===== config.mk =====
export PLATFORM = sky130hd
export DESIGN_NAME = geo_data_regfile
export DESIGN_NICKNAME = d
export VERILOG_FILES = /design/src/rtl/drf_pkg.sv /design/src/rtl/drf_write_fmt.sv /design/src/rtl/drf_lead_count.sv /design/src/rtl/drf_color_pack.sv /design/src/rtl/geo_data_regfile.sv
export SDC_FILE = /design/constraint.sdc
export NUM_CORES = 2
export LEC_CHECK = 0
export BUFFER_PORTS_ARGS = -buffer_cell sky130_fd_sc_hd__buf_2
export CORE_ASPECT_RATIO = 1.1
export CORE_UTILIZATION = 67
export CTS_BUF_LIST = sky130_fd_sc_hd__clkbuf_16
export DETAILED_ROUTE_END_ITERATION = 10
export PLACE_DENSITY = 0.87
export SLEW_MARGIN = 30
export SYNTH_ARGS = -nofsm -noshare
export SYNTH_HDL_FRONTEND = slang
export SYNTH_SLANG_ARGS = --single-unit

===== constraint.sdc =====
create_clock -name clk -period 6.3 [get_ports clk]
set_clock_uncertainty 0.1 [all_clocks]
set_input_delay 0 -clock clk [delete_from_list [all_inputs] [get_ports clk]]
set_output_delay 0 -clock clk [all_outputs]
set_load 0.02 [all_outputs]

===== src/rtl/drf_pkg.sv =====
package drf_pkg;
    localparam int NUM_REGS = 32;
    localparam int IDX_W    = 5;
    typedef logic [IDX_W-1:0] idx_t;

    localparam idx_t IDX_VEC0_Z   = 5'd1;
    localparam idx_t IDX_VEC1_Z   = 5'd3;
    localparam idx_t IDX_VEC2_Z   = 5'd5;
    localparam idx_t IDX_ORDER    = 5'd7;
    localparam idx_t IDX_SCALE    = 5'd8;
    localparam idx_t IDX_CH1      = 5'd9;
    localparam idx_t IDX_CH2      = 5'd10;
    localparam idx_t IDX_CH3      = 5'd11;
    localparam idx_t IDX_PT0      = 5'd12;
    localparam idx_t IDX_PT1      = 5'd13;
    localparam idx_t IDX_PT2      = 5'd14;
    localparam idx_t IDX_PT_PUSH  = 5'd15;
    localparam idx_t IDX_DEP0     = 5'd16;
    localparam idx_t IDX_DEP1     = 5'd17;
    localparam idx_t IDX_DEP2     = 5'd18;
    localparam idx_t IDX_DEP3     = 5'd19;
    localparam idx_t IDX_COL0     = 5'd20;
    localparam idx_t IDX_COL1     = 5'd21;
    localparam idx_t IDX_COL2     = 5'd22;
    localparam idx_t IDX_PACK_IN  = 5'd28;
    localparam idx_t IDX_PACK_OUT = 5'd29;
    localparam idx_t IDX_LEAD_SRC = 5'd30;
    localparam idx_t IDX_LEAD_CNT = 5'd31;

    typedef enum logic [2:0] {
        WK_PLAIN,
        WK_SEXT,
        WK_ZEXT,
        WK_PT_PUSH,
        WK_PACK,
        WK_LEAD,
        WK_IGNORE
    } wkind_t;

    function automatic wkind_t classify_write(idx_t i);
        case (i)
            IDX_VEC0_Z, IDX_VEC1_Z, IDX_VEC2_Z,
            IDX_SCALE, IDX_CH1, IDX_CH2, IDX_CH3:        return WK_SEXT;
            IDX_ORDER, IDX_DEP0, IDX_DEP1,
            IDX_DEP2, IDX_DEP3:                           return WK_ZEXT;
            IDX_PT_PUSH:                                  return WK_PT_PUSH;
            IDX_PACK_IN:                                  return WK_PACK;
            IDX_LEAD_SRC:                                 return WK_LEAD;
            IDX_PACK_OUT, IDX_LEAD_CNT:                   return WK_IGNORE;
            default:                                      return WK_PLAIN;
        endcase
    endfunction
endpackage


===== src/rtl/drf_write_fmt.sv =====
module drf_write_fmt
    import drf_pkg::*;
#(
    parameter int WORD_W    = 32,
    parameter int HALF_W    = 16,
    parameter int CH_BITS   = 5,
    parameter int CH_SHIFT  = 7
) (
    input  idx_t                         idx,
    input  logic [WORD_W-1:0]            data,
    output wkind_t                       kind,
    output logic [WORD_W-1:0]            fmt_val,
    output logic [2:0][WORD_W-1:0]       ch_val
);
    localparam int PACK_W = 3 * CH_BITS;
    localparam logic [WORD_W-1:0] PACK_MASK = WORD_W'((64'd1 << PACK_W) - 64'd1);

    assign kind = classify_write(idx);

    always_comb begin
        case (kind)
            WK_SEXT: fmt_val = {{(WORD_W-HALF_W){data[HALF_W-1]}}, data[HALF_W-1:0]};
            WK_ZEXT: fmt_val = {{(WORD_W-HALF_W){1'b0}}, data[HALF_W-1:0]};
            WK_PACK: fmt_val = data & PACK_MASK;
            default: fmt_val = data;
        endcase
    end

    for (genvar g = 0; g < 3; g++) begin : g_unpack
        logic [HALF_W-1:0] scaled;
        assign scaled    = HALF_W'(data[g*CH_BITS +: CH_BITS]) << CH_SHIFT;
        assign ch_val[g] = {{(WORD_W-HALF_W){scaled[HALF_W-1]}}, scaled};
    end
endmodule


===== src/rtl/drf_lead_count.sv =====
module drf_lead_count #(
    parameter int WORD_W = 32,
    parameter int CNT_W  = $clog2(WORD_W + 1)
) (
    input  logic [WORD_W-1:0] value,
    output logic [CNT_W-1:0]  count
);
    logic [WORD_W-1:0] diff;
    assign diff = value ^ {WORD_W{value[WORD_W-1]}};

    always_comb begin
        logic found;
        found = 1'b0;
        count = CNT_W'(WORD_W);
        for (int i = WORD_W - 1; i >= 0; i--) begin
            if (!found && diff[i]) begin
                count = CNT_W'(WORD_W - 1 - i);
                found = 1'b1;
            end
        end
    end
endmodule


===== src/rtl/drf_color_pack.sv =====
module drf_color_pack #(
    parameter int WORD_W   = 32,
    parameter int CH_BITS  = 5,
    parameter int CH_SHIFT = 7
) (
    input  logic [2:0][WORD_W-1:0] ch_in,
    output logic [WORD_W-1:0]      packed_out
);
    localparam int PACK_W = 3 * CH_BITS;
    localparam logic [WORD_W-1:0] CH_MAX = WORD_W'((64'd1 << CH_BITS) - 64'd1);

    logic [2:0][CH_BITS-1:0] field;

    for (genvar g = 0; g < 3; g++) begin : g_chan
        logic [WORD_W-1:0] quot;
        assign quot = ch_in[g] >> CH_SHIFT;
        always_comb begin
            if (ch_in[g][WORD_W-1])   field[g] = '0;
            else if (quot > CH_MAX)   field[g] = CH_MAX[CH_BITS-1:0];
            else                      field[g] = quot[CH_BITS-1:0];
        end
    end

    assign packed_out = {{(WORD_W-PACK_W){1'b0}}, field[2], field[1], field[0]};
endmodule


===== src/rtl/geo_data_regfile.sv =====
module geo_data_regfile
    import drf_pkg::*;
#(
    parameter int WORD_W   = 32,
    parameter int HALF_W   = 16,
    parameter int CH_BITS  = 5,
    parameter int CH_SHIFT = 7
) (
    input  logic              clk,
    input  logic              rst,
    input  logic              wr_en,
    input  logic [4:0]        wr_idx,
    input  logic [WORD_W-1:0] wr_data,
    input  logic [4:0]        rd_idx,
    output logic [WORD_W-1:0] rd_data,
    input  logic              push_pt,
    input  logic [WORD_W-1:0] push_pt_data,
    input  logic              push_dep,
    input  logic [HALF_W-1:0] push_dep_data,
    input  logic              push_col,
    input  logic [WORD_W-1:0] push_col_data
);
    localparam int CNT_W  = $clog2(WORD_W + 1);
    localparam int PACK_W = 3 * CH_BITS;

    logic [WORD_W-1:0]       regs_q [NUM_REGS];
    wkind_t                  wkind;
    logic [WORD_W-1:0]       fmt_val;
    logic [2:0][WORD_W-1:0]  unpack_val;
    logic [CNT_W-1:0]        lead_cnt;
    logic [2:0][WORD_W-1:0]  ch_cur;
    logic [WORD_W-1:0]       pack_rd;

    drf_write_fmt #(
        .WORD_W(WORD_W), .HALF_W(HALF_W), .CH_BITS(CH_BITS), .CH_SHIFT(CH_SHIFT)
    ) u_fmt (
        .idx(wr_idx), .data(wr_data), .kind(wkind), .fmt_val(fmt_val), .ch_val(unpack_val)
    );

    drf_lead_count #(.WORD_W(WORD_W), .CNT_W(CNT_W)) u_lead (
        .value(wr_data), .count(lead_cnt)
    );

    assign ch_cur[0] = regs_q[IDX_CH1];
    assign ch_cur[1] = regs_q[IDX_CH2];
    assign ch_cur[2] = regs_q[IDX_CH3];

    drf_color_pack #(.WORD_W(WORD_W), .CH_BITS(CH_BITS), .CH_SHIFT(CH_SHIFT)) u_pack (
        .ch_in(ch_cur), .packed_out(pack_rd)
    );

    always_ff @(posedge clk) begin
        if (rst) begin
            for (int i = 0; i < NUM_REGS; i++) regs_q[i] <= '0;
        end else if (wr_en) begin
            case (wkind)
                WK_PLAIN, WK_SEXT, WK_ZEXT: regs_q[wr_idx] <= fmt_val;
                WK_PT_PUSH: begin
                    regs_q[IDX_PT0] <= regs_q[IDX_PT1];
                    regs_q[IDX_PT1] <= regs_q[IDX_PT2];
                    regs_q[IDX_PT2] <= wr_data;
                end
                WK_PACK: begin
                    regs_q[IDX_PACK_IN] <= fmt_val;
                    regs_q[IDX_CH1]     <= unpack_val[0];
                    regs_q[IDX_CH2]     <= unpack_val[1];
                    regs_q[IDX_CH3]     <= unpack_val[2];
                end
                WK_LEAD: begin
                    regs_q[IDX_LEAD_SRC] <= wr_data;
                    regs_q[IDX_LEAD_CNT] <= WORD_W'(lead_cnt);
                end
                default: ;
            endcase
        end else begin
            if (push_pt) begin
                regs_q[IDX_PT0] <= regs_q[IDX_PT1];
                regs_q[IDX_PT1] <= regs_q[IDX_PT2];
                regs_q[IDX_PT2] <= push_pt_data;
            end
            if (push_dep) begin
                regs_q[IDX_DEP0] <= regs_q[IDX_DEP1];
                regs_q[IDX_DEP1] <= regs_q[IDX_DEP2];
                regs_q[IDX_DEP2] <= regs_q[IDX_DEP3];
                regs_q[IDX_DEP3] <= {{(WORD_W-HALF_W){1'b0}}, push_dep_data};
            end
            if (push_col) begin
                regs_q[IDX_COL0] <= regs_q[IDX_COL1];
                regs_q[IDX_COL1] <= regs_q[IDX_COL2];
                regs_q[IDX_COL2] <= push_col_data;
            end
        end
    end

    always_comb begin
        case (rd_idx)
            IDX_PT_PUSH:               rd_data = regs_q[IDX_PT2];
            IDX_PACK_IN, IDX_PACK_OUT: rd_data = pack_rd;
            default:                   rd_data = regs_q[rd_idx];
        endcase
    end

    logic [WORD_W-1:0] pt0_q, pt1_q, pt2_q, dep0_q, dep1_q, dep3_q, lead_q;
    assign pt0_q  = regs_q[IDX_PT0];
    assign pt1_q  = regs_q[IDX_PT1];
    assign pt2_q  = regs_q[IDX_PT2];
    assign dep0_q = regs_q[IDX_DEP0];
    assign dep1_q = regs_q[IDX_DEP1];
    assign dep3_q = regs_q[IDX_DEP3];
    assign lead_q = regs_q[IDX_LEAD_CNT];

    AST_PT_SHIFT: assert property (@(posedge clk) disable iff (rst)
        (wr_en && wr_idx == IDX_PT_PUSH) |=> (pt0_q == $past(pt1_q) && pt2_q == $past(wr_data)));
    AST_LEAD_RANGE: assert property (@(posedge clk) disable iff (rst)
        (wr_en && wr_idx == IDX_LEAD_SRC) |=> (lead_q >= 1 && lead_q <= WORD_W));
    AST_RO_HOLD: assert property (@(posedge clk) disable iff (rst)
        (wr_en && wr_idx == IDX_LEAD_CNT) |=> $stable(lead_q));
    AST_PACK_HIGH_ZERO: assert property (@(posedge clk) disable iff (rst)
        (rd_idx == IDX_PACK_IN || rd_idx == IDX_PACK_OUT) |-> (rd_data[WORD_W-1:PACK_W] == '0));
    AST_DEP_PUSH: assert property (@(posedge clk) disable iff (rst)
        (!wr_en && push_dep) |=> (dep0_q == $past(dep1_q)
            && dep3_q == {{(WORD_W-HALF_W){1'b0}}, $past(push_dep_data)}));
    AST_PUSH_BLOCKED: assert property (@(posedge clk) disable iff (rst)
        (wr_en && push_pt && wr_idx != IDX_PT0 && wr_idx != IDX_PT1
            && wr_idx != IDX_PT2 && wr_idx != IDX_PT_PUSH) |=> $stable(pt2_q));
endmodule


==> reports/metrics.csv <==
metric,value,unit
top_reg_cell synth,edfxtp_1,
CP arrival,3.82,ns
switching share of power,26.0,%
maximum vdd ir drop,0.000230,V
Max Transition Viols Final,0,
Combinational Power Share,11.4,%
row cnt,101,
WL final,155000,um
setup_tns,0,ns
switching power total,0.00408,W
Root Buffer,clkbuf_16,
Synth Instances,3635,
FF-to-FF path depth,2,
internal power,0.0116,W
Die Ht,281,um
Peak Freq,0.281,GHz
sequential area share after synthesis,62.8,%
"Req. time, crit path",6.56,ns
placed instance area,0.0491,mm2
largest net degree at the start of global routing,110,
die width,256,um
max reg flops,992,
DRT iter0 DRCs,7498,
DIE AREA,0.0719,mm2
adder-cell share of the synthesized area,0,%
failing checks,design-rule violations,
relative slew slack,32.3,%
r2r setup slk,5.14,ns
number of routed nets with antenna violations,0,
largest family of logic cells by synthesized area,simple AND/OR/NAND/NOR gates,
Simple-Gate Fraction of Synth Area,12.8,%
share of cells above drive strength 1,16.0,%
vias in the first global route,34600,
setup violators final,0,
power share of the clock group,37.8,%
post-synthesis cell type with the largest combined area,edfxtp_1,
# H-tree levels,3,
Ys Warns,0,
Compound-Gate Fraction of Synth Area,8.15,%
GPL Wtd Cong,0.993,
Critical Path Source Type,primary input,
reg2reg end,regs_q[13][30],
vias per inst,7.43,
crit path from,rst,
Pleak,20.3,nW
CTS tree,yes,
IO Pins,160,
status,"complete, but fails checks",
detailed-route DRC error count,2,
CP Max Fanout,65,
Mapped Area,0.0475,mm2
starting density of the core,68.3,%
fillcell total,3573,
worst skew pair latency,0.68,ns
number of port buffers,159,
CP Capture Type,flip-flop,
hold path startpoint,wr_data[4],
CTS Buf Count,98,
Synth Register Bits,992,
Slew @ Worst Pin,1.01,ns
Final Net Count,3999,
Post-synth EDFFs,992,
register with the most flip-flops,regs_q,
clock tree buffer depth,3,
mux contribution to synthesized area,12.7,%
Hold Crit Class,primary input to flip-flop,
Hold Crit Depth,3,
Layout area overhead,14.0,%
crit share post-route,56.4,%
clk sinks,992,
"Reg clk slew, reported paths",0.06,ns
RSZ-0062 raised after global routing,no,
Final min period,3.56,ns
Tot GR Track Use,42.7,%
Mean Syn Cell Area,13.1,um2
Netlist cell types,63,
MaxCap Viol Count,0,
Post-Synth XOR/XNOR Area,0.0554,%
HPWL Detailed,89500,um
CTS resizes,0,
DRT Pass-1 Iters,11,
core box area,0.0695,mm2
"FFs w/ async S/R, synth",0,%
ranking of synthesized cells by area,"edfxtp_1 (63%), mux4_2 (7.4%), mux2i_1 (4.4%), and3_1 (3.1%), o21ai_0 (2.7%)",
sequential share of power,50.8,%
area share of the largest cell type after synthesis,62.8,%
launching point of the worst reg2reg path,regs_q[14][30],
Hold Path Sink,regs_q[20][4],
"Hold Vio Cnt, Final",0,
grt ovf,0,
Power Dens Cells,290,mW/mm2
WL per Instance,31.6,um
first-pass GRT wire length,224000,um
Crit Path Class,primary input to flip-flop,
fin area,0.0541,mm2
vias,36400,
Largest regs,regs_q x992,
initial antenna violation count,15,
[how the worst max path moves through the flow]
stage                           endpoint  slack [ns]  cells after the start
final                     regs_q[13][14]        2.74                     11
after global routing      regs_q[13][11]        2.61                     11
after CTS                 regs_q[13][11]        2.91                     11
after detailed placement   regs_q[13][7]        2.76                     10
after global placement    regs_q[13][10]        2.91                     10
after floorplan            regs_q[19][0]        2.62                      4
[per-stage QoR]
step / std cells / hold slack (ns) / power [W] / utilization, % / setup slack (ns)
floorplan: 3747 / 0.0871 / 0.00894 / - / 2.62
global placement: 4532 / 0.207 / 0.00956 / 70.6 / 2.91
detailed placement: 4532 / 0.211 / 0.00962 / 70.7 / 2.76
CTS: 4883 / 0.00270 / 0.0154 / 77.7 / 2.91
global route: 4889 / 0.0475 / 0.0159 / 77.8 / 2.61
finish: 4895 / 0.0630 / 0.0157 / 77.8 / 2.74
[layout make-up]
type / count / area [um2] / share of cell area, %
flip-flops and latches: 992 / 29800 / 55.1
multi-input cells: 2365 / 16800 / 31.0
repair buffers: 402 / 3100 / 5.74
clock buffers: 98 / 2450 / 4.53
well taps: 927 / 1160 / 2.14
clock inverters: 87 / 762 / 1.41
inverters: 12 / 45.0 / 0.0833
diodes: 12 / 30.0 / 0.0555
[cells by family (layout without fill, tap and decap cells)]
kind of cell              count (synthesis)  in the layout
buffers and inverters                   390            599
and+or+nand+nor                        1216           1216
other                                     1            125
DFF                                     992            992
AOI/OAI and AO/OA                       629            629
xor gates and xnor gates                  3              3
muxes                                   404            404
[layout by cell type (no fill, tap or decap), drive strengths merged, types with 40 or more instances in the layout]
master       synthesis  routed
a22o                49      49
mux4               156     156
mux2i              208     208
nand2b              44      44
nand2              297     297
o21ai              255     255
clkbuf             278      99
mux2                40      40
edfxtp             992     992
nor2               325     325
a21oi              138     138
nor3                79      79
nand3b             101     101
conb                 1     113
clkinv               3      47
and3               235     235
and2                65      65
buf                100     235
dlygate4sd3          0     166
[cells in the mapped netlist, types with 15 or more instances]
library cell	count
nand3b_1	101
o21ai_0	254
and3_1	233
nor4_1	17
nand2b_1	44
a21oi_1	138
edfxtp_1	992
buf_4	15
a21boi_0	18
o211ai_1	18
and2_1	64
mux4_2	156
o221ai_1	39
nor3_1	79
nand2_1	297
nor2_1	325
o22ai_1	29
a21o_1	19
nand3_1	19
clkbuf_1	278
mux2_2	40
buf_2	75
mux2i_1	208
a22o_1	49
[timing repair]
| item | in CTS | in global routing |
|---|---|---|
| hold buffers | 166 | 0 |
| setup buffers | 0 | 0 |
| endpoints found under the hold margin | 352 | 0 |
[routing by layer]
layer / wire [um] / vias up / track usage [%]
met1: 47300 / 17000 / 53.8
li1: - / 14200 / -
met5: 128 / - / 0
met3: 27500 / 940 / 15.0
met4: 11400 / 18 / 24.9
met2: 68200 / 4184 / 64.7
[power by group through the flow]
stage	Combinational [W]	Clock, W	Sequential, W
after floorplan	0.000982	0	0.00796
after global placement	0.00153	0	0.00803
after detailed placement	0.00157	0	0.00806
after CTS	0.00167	0.00583	0.00794
after global routing	0.00182	0.00610	0.00798
final	0.00178	0.00593	0.00796
[critical path: stages]
cell and delay, ns:
dlygate4sd3_1 0.56, buf_6 0.26, nor2b_1 0.27, and2_1 0.17, buf_4 0.28, nand2_1 0.19, o21ai_4 0.15, buf_4 0.60
nor2_1 0.17, nand2_1 0.65, buf_4 0.42
Note: power is estimated with default switching activity, not from simulation.
